[src/rtl/hostIrqPkg.sv]
package hostIrqPkg;
  localparam int ADDR_W = 2;
  localparam int DATA_W = 8;
  localparam int FLAG_W = 5;

  localparam logic [ADDR_W-1:0] ADDR_CTRL = 2'd0;
  localparam logic [ADDR_W-1:0] ADDR_CMD  = 2'd1;
  localparam logic [ADDR_W-1:0] ADDR_STAT = 2'd2;
  localparam logic [ADDR_W-1:0] ADDR_IRQ  = 2'd3;

  localparam int CMD_TX    = 0;
  localparam int CMD_ABORT = 1;
  localparam int CMD_REL   = 2;
  localparam int CMD_CLROV = 3;
  localparam int CMD_SLEEP = 4;

  localparam int IRQ_RX   = 0;
  localparam int IRQ_TX   = 1;
  localparam int IRQ_ERR  = 2;
  localparam int IRQ_OVR  = 3;
  localparam int IRQ_WAKE = 4;

  typedef struct packed {
    logic ctrlWr;
    logic wrRm;
    logic wrRxIe;
    logic wrTxIe;
    logic wrErrIe;
    logic wrOvrIe;
    logic wrSpare;
    logic txReq;
    logic abort;
    logic relBuf;
    logic clrOvr;
    logic sleep;
    logic irqRd;
  } strobeT;
endpackage

[src/rtl/hostIrqCtrl.sv]
module hostIrqCtrl
  import hostIrqPkg::*;
(
  input  logic              clk,
  input  logic              rstN,
  input  logic [ADDR_W-1:0] addr,
  input  logic [DATA_W-1:0] wrData,
  input  logic              wrEn,
  input  logic              rdEn,
  output strobeT            stb,
  output logic              cmdTxReq,
  output logic              cmdAbort,
  output logic              cmdRelease
);
  logic isCmd;
  logic isCtrl;
  logic unusedBits;

  assign unusedBits = ^{wrData[7], wrData[5]};

  always_comb begin
    isCmd  = wrEn && (addr == ADDR_CMD);
    isCtrl = wrEn && (addr == ADDR_CTRL);
    stb         = '0;
    stb.ctrlWr  = isCtrl;
    stb.wrRm    = wrData[0];
    stb.wrRxIe  = wrData[1];
    stb.wrTxIe  = wrData[2];
    stb.wrErrIe = wrData[3];
    stb.wrOvrIe = wrData[4];
    stb.wrSpare = wrData[6];
    stb.txReq   = isCmd && wrData[CMD_TX];
    stb.abort   = isCmd && wrData[CMD_ABORT];
    stb.relBuf  = isCmd && wrData[CMD_REL];
    stb.clrOvr  = isCmd && wrData[CMD_CLROV];
    stb.sleep   = isCmd && wrData[CMD_SLEEP];
    stb.irqRd   = rdEn && (addr == ADDR_IRQ);
  end

  always_ff @(posedge clk or negedge rstN) begin
    if (!rstN) begin
      cmdTxReq   <= 1'b0;
      cmdAbort   <= 1'b0;
      cmdRelease <= 1'b0;
    end else begin
      cmdTxReq   <= stb.txReq;
      cmdAbort   <= stb.abort;
      cmdRelease <= stb.relBuf;
    end
  end

  assert_tx_pulse_src_R10: assert property (@(posedge clk) disable iff (!rstN)
    cmdTxReq |-> $past(wrEn && (addr == ADDR_CMD) && wrData[CMD_TX]));
  assert_rel_pulse_src_R10: assert property (@(posedge clk) disable iff (!rstN)
    cmdRelease |-> $past(wrEn && (addr == ADDR_CMD) && wrData[CMD_REL]));
endmodule

[src/rtl/hostIrqData.sv]
module hostIrqData
  import hostIrqPkg::*;
(
  input  logic              clk,
  input  logic              rstN,
  input  strobeT            stb,
  input  logic [ADDR_W-1:0] addr,
  input  logic              txBufFree,
  input  logic              txDone,
  input  logic              msgAvail,
  input  logic              overrunEvt,
  input  logic              errStatus,
  input  logic              busStatus,
  input  logic              busActive,
  input  logic              quantumTick,
  output logic [DATA_W-1:0] rdData,
  output logic              irqN,
  output logic              resetMode,
  output logic              txPending,
  output logic              sleepReq
);
  logic rxIe, txIe, errIe, ovrIe, ctrlSpare;
  logic ovrStatus, txComplete, rearmPend;
  logic prevTxFree, prevMsg, prevErr, prevBus;
  logic [FLAG_W-1:0] irqFlags, setVec, flagsNext;
  logic sleepCmd, anyFlag;

  always_comb begin
    anyFlag  = |irqFlags;
    sleepCmd = stb.sleep && !resetMode;
    setVec = '0;
    setVec[IRQ_RX]   = rxIe && msgAvail && (!prevMsg || (rearmPend && quantumTick));
    setVec[IRQ_TX]   = txIe && txBufFree && !prevTxFree;
    setVec[IRQ_ERR]  = errIe && ((errStatus != prevErr) || (busStatus != prevBus));
    setVec[IRQ_OVR]  = ovrIe && overrunEvt && !ovrStatus;
    setVec[IRQ_WAKE] = sleepCmd && (busActive || anyFlag);
    flagsNext = (stb.irqRd ? '0 : irqFlags) | setVec;
  end

  always_ff @(posedge clk or negedge rstN) begin
    if (!rstN) begin
      resetMode  <= 1'b1;
      rxIe       <= 1'b0;
      txIe       <= 1'b0;
      errIe      <= 1'b0;
      ovrIe      <= 1'b0;
      ctrlSpare  <= 1'b0;
      ovrStatus  <= 1'b0;
      txComplete <= 1'b1;
      txPending  <= 1'b0;
      rearmPend  <= 1'b0;
      prevTxFree <= 1'b1;
      prevMsg    <= 1'b0;
      prevErr    <= 1'b0;
      prevBus    <= 1'b0;
      irqFlags   <= '0;
      irqN       <= 1'b1;
      sleepReq   <= 1'b0;
    end else begin
      if (stb.ctrlWr) begin
        resetMode <= stb.wrRm;
        rxIe      <= stb.wrRxIe;
        txIe      <= stb.wrTxIe;
        errIe     <= stb.wrErrIe;
        ovrIe     <= stb.wrOvrIe;
        ctrlSpare <= stb.wrSpare;
      end
      if (overrunEvt)      ovrStatus <= 1'b1;
      else if (stb.clrOvr) ovrStatus <= 1'b0;
      if (stb.txReq)       txComplete <= 1'b0;
      else if (txDone)     txComplete <= 1'b1;
      if (stb.txReq)                 txPending <= 1'b1;
      else if (stb.abort || txDone)  txPending <= 1'b0;
      rearmPend  <= stb.relBuf || (rearmPend && !quantumTick);
      prevTxFree <= txBufFree;
      prevMsg    <= msgAvail;
      prevErr    <= errStatus;
      prevBus    <= busStatus;
      irqFlags   <= flagsNext;
      irqN       <= ~|flagsNext;
      sleepReq   <= sleepCmd && !busActive && !anyFlag;
    end
  end

  always_comb begin
    unique case (addr)
      ADDR_CTRL: rdData = {1'b0, ctrlSpare, 1'b1, ovrIe, errIe, txIe, rxIe, resetMode};
      ADDR_CMD:  rdData = 8'hFF;
      ADDR_STAT: rdData = {busStatus, errStatus, 1'b0, busActive,
                           txComplete, txBufFree, ovrStatus, msgAvail};
      default:   rdData = {3'b111, irqFlags};
    endcase
  end

  assert_irq_pin_R1: assert property (@(posedge clk) disable iff (!rstN)
    (irqFlags != '0) |-> !irqN);
  assert_read_clear_R1: assert property (@(posedge clk) disable iff (!rstN)
    (stb.irqRd && (setVec == '0)) |=> (irqFlags == '0));
  assert_rx_needs_msg_R2: assert property (@(posedge clk) disable iff (!rstN)
    $rose(irqFlags[IRQ_RX]) |-> $past(msgAvail && rxIe));
  assert_tx_needs_en_R4: assert property (@(posedge clk) disable iff (!rstN)
    $rose(irqFlags[IRQ_TX]) |-> $past(txIe && txBufFree));
  assert_ovr_once_R5: assert property (@(posedge clk) disable iff (!rstN)
    (ovrStatus && overrunEvt && !stb.irqRd && !irqFlags[IRQ_OVR]) |=> !irqFlags[IRQ_OVR]);
  assert_txreq_R8: assert property (@(posedge clk) disable iff (!rstN)
    stb.txReq |=> (txPending && !txComplete));
  assert_sleep_blocked_R9: assert property (@(posedge clk) disable iff (!rstN)
    (stb.sleep && resetMode) |=> !sleepReq);
endmodule

[src/rtl/canHostIrqTop.sv]
module canHostIrqTop
  import hostIrqPkg::*;
(
  input  logic              clk,
  input  logic              rstN,
  input  logic [ADDR_W-1:0] addr,
  input  logic [DATA_W-1:0] wrData,
  input  logic              wrEn,
  input  logic              rdEn,
  output logic [DATA_W-1:0] rdData,
  input  logic              txBufFree,
  input  logic              txDone,
  input  logic              msgAvail,
  input  logic              overrunEvt,
  input  logic              errStatus,
  input  logic              busStatus,
  input  logic              busActive,
  input  logic              quantumTick,
  output logic              irqN,
  output logic              resetMode,
  output logic              txPending,
  output logic              cmdTxReq,
  output logic              cmdAbort,
  output logic              cmdRelease,
  output logic              sleepReq
);
  strobeT stb;

  hostIrqCtrl uCtrl (
    .clk(clk), .rstN(rstN), .addr(addr), .wrData(wrData), .wrEn(wrEn),
    .rdEn(rdEn), .stb(stb), .cmdTxReq(cmdTxReq), .cmdAbort(cmdAbort),
    .cmdRelease(cmdRelease)
  );

  hostIrqData uData (
    .clk(clk), .rstN(rstN), .stb(stb), .addr(addr), .txBufFree(txBufFree),
    .txDone(txDone), .msgAvail(msgAvail), .overrunEvt(overrunEvt),
    .errStatus(errStatus), .busStatus(busStatus), .busActive(busActive),
    .quantumTick(quantumTick), .rdData(rdData), .irqN(irqN),
    .resetMode(resetMode), .txPending(txPending), .sleepReq(sleepReq)
  );
endmodule

[config.mk]
export PLATFORM = sky130hd
export DESIGN_NAME = canHostIrqTop
export DESIGN_NICKNAME = d
export VERILOG_FILES = /design/src/rtl/hostIrqPkg.sv /design/src/rtl/hostIrqCtrl.sv /design/src/rtl/hostIrqData.sv /design/src/rtl/canHostIrqTop.sv
export SDC_FILE = /design/constraint.sdc
export NUM_CORES = 1
export LEC_CHECK = 0
export ABC_CLOCK_PERIOD_IN_PS = 1750
export CELL_PAD_IN_SITES_DETAIL_PLACEMENT = 1
export CELL_PAD_IN_SITES_GLOBAL_PLACEMENT = 2
export CORE_UTILIZATION = 25
export CTS_BUF_LIST = sky130_fd_sc_hd__clkbuf_4 sky130_fd_sc_hd__clkbuf_8 sky130_fd_sc_hd__clkbuf_16
export DETAILED_ROUTE_END_ITERATION = 12
export GPL_TIMING_DRIVEN = 1
export HOLD_SLACK_MARGIN = 0.02
export PLACE_DENSITY = 0.78
export SYNTH_ARGS = -nofsm -noshare
export SYNTH_HDL_FRONTEND = slang
export SYNTH_SLANG_ARGS = --single-unit
export TNS_END_PERCENT = 50
[constraint.sdc]
create_clock -name clk -period 1.75 [get_ports clk]
set_clock_uncertainty 0.2 [all_clocks]
set_input_delay 0.4375 -clock clk [delete_from_list [all_inputs] [get_ports clk]]
set_output_delay 0.4375 -clock clk [all_outputs]
set_load 0.05 [all_outputs]
==> reports/results.md <==
## Layout
• 1830 µm² — final instance area
• 5 — number of flip-flops under the largest register name
• sky130_fd_sc_hd__dfrtp_1, sky130_fd_sc_hd__buf_4, sky130_fd_sc_hd__clkdlybuf4s50_1 — commonest cells after routing, fill and taps aside
• 72.5% — P&R area growth vs syn
• sky130_fd_sc_hd__dfrtp_1 — most frequent standard cell in the layout excluding fill and tap cells
• 0.475 — fraction of final layout cells with drive strength greater than 1
• uData.irqFlags — Largest Register
• 0 — antenna cell count
• 163 — nets

## Clocking
• yes — CTS tree
• 2 — maximum buffer depth of the clock tree
• 0 — count of hold-fix buffers inserted at cts
• 0.27 ns — clock insertion delay at the later pin of the skew report
• 3 — number of clock buffers inserted by TritonCTS
• 0.08 ns — post-CTS clock slew at the launch and capture registers of the worst setup and hold paths
• sky130_fd_sc_hd__clkbuf_8 — clock root buffer
• 24 — number of clock sinks seen by CTS
• 1 — H-tree depth

## Synth
• 12.5 µm² — syn_area_per_cell
• 107 — Post-Synthesis Net Count
• 30 — Netlist cell types
• 85 — Synth Instances
• 1060 µm² — combined area of all synthesized cells
• 0 — total number of yosys warnings
• 0.569 — share of the yosys chip area belonging to registers
• 24 — flops & latches, synth

## Worst hold path
• msgAvail — hold_sp
• 1 — number of instances on the worst hold path
• primary input to flip-flop — type of the tightest min-delay check
• uData.prevMsg$_DFF_PN0_ — hold-critical path endpoint

## Die
• 67.2 µm — Chip Height
• 37 — boundary pin count
• 67.2 µm — overall die width
• 4520 µm² — area enclosed by the die boundary
• 0.264 — Initial Utilization
• 23 — Std-Cell Rows
• 4030 µm² — core box area

## Setup path
• primary input — type of element launching the critical path
• 1.33 ns — Arr. time, crit path
• 1.11 ns — data required time at the worst endpoint
• uData.irqN$_DFF_PN1_ — worst flop-to-flop path endpoint
• output pin — Critical Path End Type
• uData.irqFlags[1]$_DFF_PN0_ — Reg2Reg Launch Point
• primary input to output pin — start-to-end type of the worst setup path
• 7 — Max FO, Critical Path
• 3 — Worst R2R Path Depth
• -0.04 ns — minimum setup slack among reg-to-reg paths

## Timing
• 9 — setup violators final
• 0.378 ns — actual slew at the worst max-slew pin
• 1.12 — fraction of the cycle the final worst path needs
• 0 — number of failing hold endpoints at the final stage
• 0 — max-slew violations
• -0.218 ns — final setup margin
• 0.255 ns — final hold slack
• 0.748 — slew margin rel.
• yes — setup repair after global routing missed its margin
• 508 MHz — highest achievable clock rate
• 1.97 ns — min Tclk post-route

## Global routing
• 0.169 — fraction of met1 tracks used by global routing
• 0 — antenna violations before repair
• met2 — most congested layer reported by global routing
• 0.152 — Overall Global Routing Usage
• 25 — largest net degree at the start of global routing
• 0.0490 — met3 track demand over resource in global routing
• 0 — sum of overflow across all layers after global routing
• 961 — number of global-route vias before repair
• 0.274 — met2 Track Usage GR
• 4990 µm — first-pass GRT wire length

## Placed design
• 34 — Port-buffer cells
• -0.682 ns — setup slack after placement
• 1710 µm² — post-place instance area
• 2380 µm — final HPWL from detailed placement
• 0.782 — routability-driven placement congestion ratio

## Route
• 4.66 — vias per inst
• 0 — antenna viol nets, final
• 21 — drt initial violations
• 880 — overall via count from detail_route
• 0 — drt drc
• 3000 µm — Total Routed Length
• 15.9 µm — average detailed-routed wire length per instance
• 3 — number of iterations in the first detailed-routing pass

## Status
• finished, violations left — result of the run
• setup timing — failing checks

## Pwr
• 1060 µW — cell-internal power
• 0.359 — logic gate share of total power
• 1550 µW — total power draw
• 845 nW/µm² — Power Dens Cells
• 0.211 — Clock power frac
• 0.000833 µW — static leakage power
• 486 µW — net switching power
• 0.314 — fraction of power spent switching nets
• 0.430 — proportion of power drawn by flip-flops and latches
• 0.000607 V — peak supply drop

## Run
• 0 — reported max-cap violation count

## cell usage after synthesis (all sizes together)
master,count,area [µm²]
mux2,11,124
o22a,5,45.0
o311a,1,10.0
a211o,1,8.76
nand3b,2,15.0
clkbuf,1,3.75
or4,1,11.3
o21a,1,7.51
nor2b,2,12.5
and3b,1,8.76
dfrtp,20,500
nor3b,1,12.5
nand2,11,41.3
o21ai,2,10.0
o2bb2ai,1,8.76
and2,2,12.5
nand2b,2,12.5
xor2,2,17.5
inv,2,7.51
buf,1,3.75
and3,1,6.26
a21o,4,31.3
nor4b,1,15.0
nor4,2,12.5
o211ai,1,7.51
nand3,1,5.00
a21boi,1,7.51
dfstp,4,105
## layout make-up
type,count,area [µm²]
Multi-Input combinational cell,57,528
Inverter,2,7.51
Clock buffer,3,41.3
Timing Repair Buffer,53,589
Sequential cell,24,606
Tap cell,50,62.6
Fill cell,435,2190
## metrics by stage
stage          setup TNS [ns]  cells  utilization
6_report                -1.23    189        0.455
5_1_grt                 -1.45    189        0.455
4_1_cts                 -1.31    188        0.454
3_5_place_dp           -11.32    184        0.425
3_3_place_gp           -10.76    184        0.425
2_1_floorplan         -0.0890     85            -
## metal layers
layer	up-vias	part of all wire
li1	413	-
met1	438	0.39
met2	23	0.55
met3	6	0.045
met4	0	0.015
met5	-	0
## how the worst max path moves through the flow
stage | from | slack (ns) | depth (start not counted) | to
2_1_floorplan | addr[1] | -0.04 | 3 | rdData[1]
3_3_place_gp | addr[1] | -0.67 | 5 | rdData[1]
3_5_place_dp | addr[1] | -0.68 | 5 | rdData[1]
4_1_cts | addr[1] | -0.22 | 5 | rdData[1]
5_1_grt | uData.rxIe$_DFFE_PN0P_ | -0.23 | 3 | rdData[1]
6_report | addr[1] | -0.22 | 5 | rdData[1]
## cells by family (layout without fill, tap and decap cells)
family,Yosys count,after routing,share of synthesized area
AO/OA/AOI/OAI,17,17,0.128
XOR/XNOR,2,2,0.0165
buffers and inverters,4,58,0.0141
flip-flops,24,24,0.569
multiplexers,11,11,0.116
AND/OR/NAND/NOR,27,27,0.155
## power groups by stage
stage	Sequential, µW	Clock [µW]	Combinational (µW)
detailed placement	678	0	517
floorplan	709	0	239
CTS	668	331	560
global route	677	362	586
global placement	674	0	503
finish	666	327	557
## repair_timing
action / 4_1_cts / 5_1_grt
endpoints found under the setup margin: 22 / 10
pin swaps: 4 / 2
resized for setup: 28 / 2
endpoints found under the hold margin: 0 / 0
setup buffers: 1 / 1
## worst max-delay path: stages
cell	delay, ns
sky130_fd_sc_hd__buf_6	0.09
sky130_fd_sc_hd__buf_8	0.12
sky130_fd_sc_hd__mux2_4	0.30
sky130_fd_sc_hd__o22a_4	0.23
sky130_fd_sc_hd__buf_8	0.15
No activity file was read; power rests on OpenSTA's default activity.
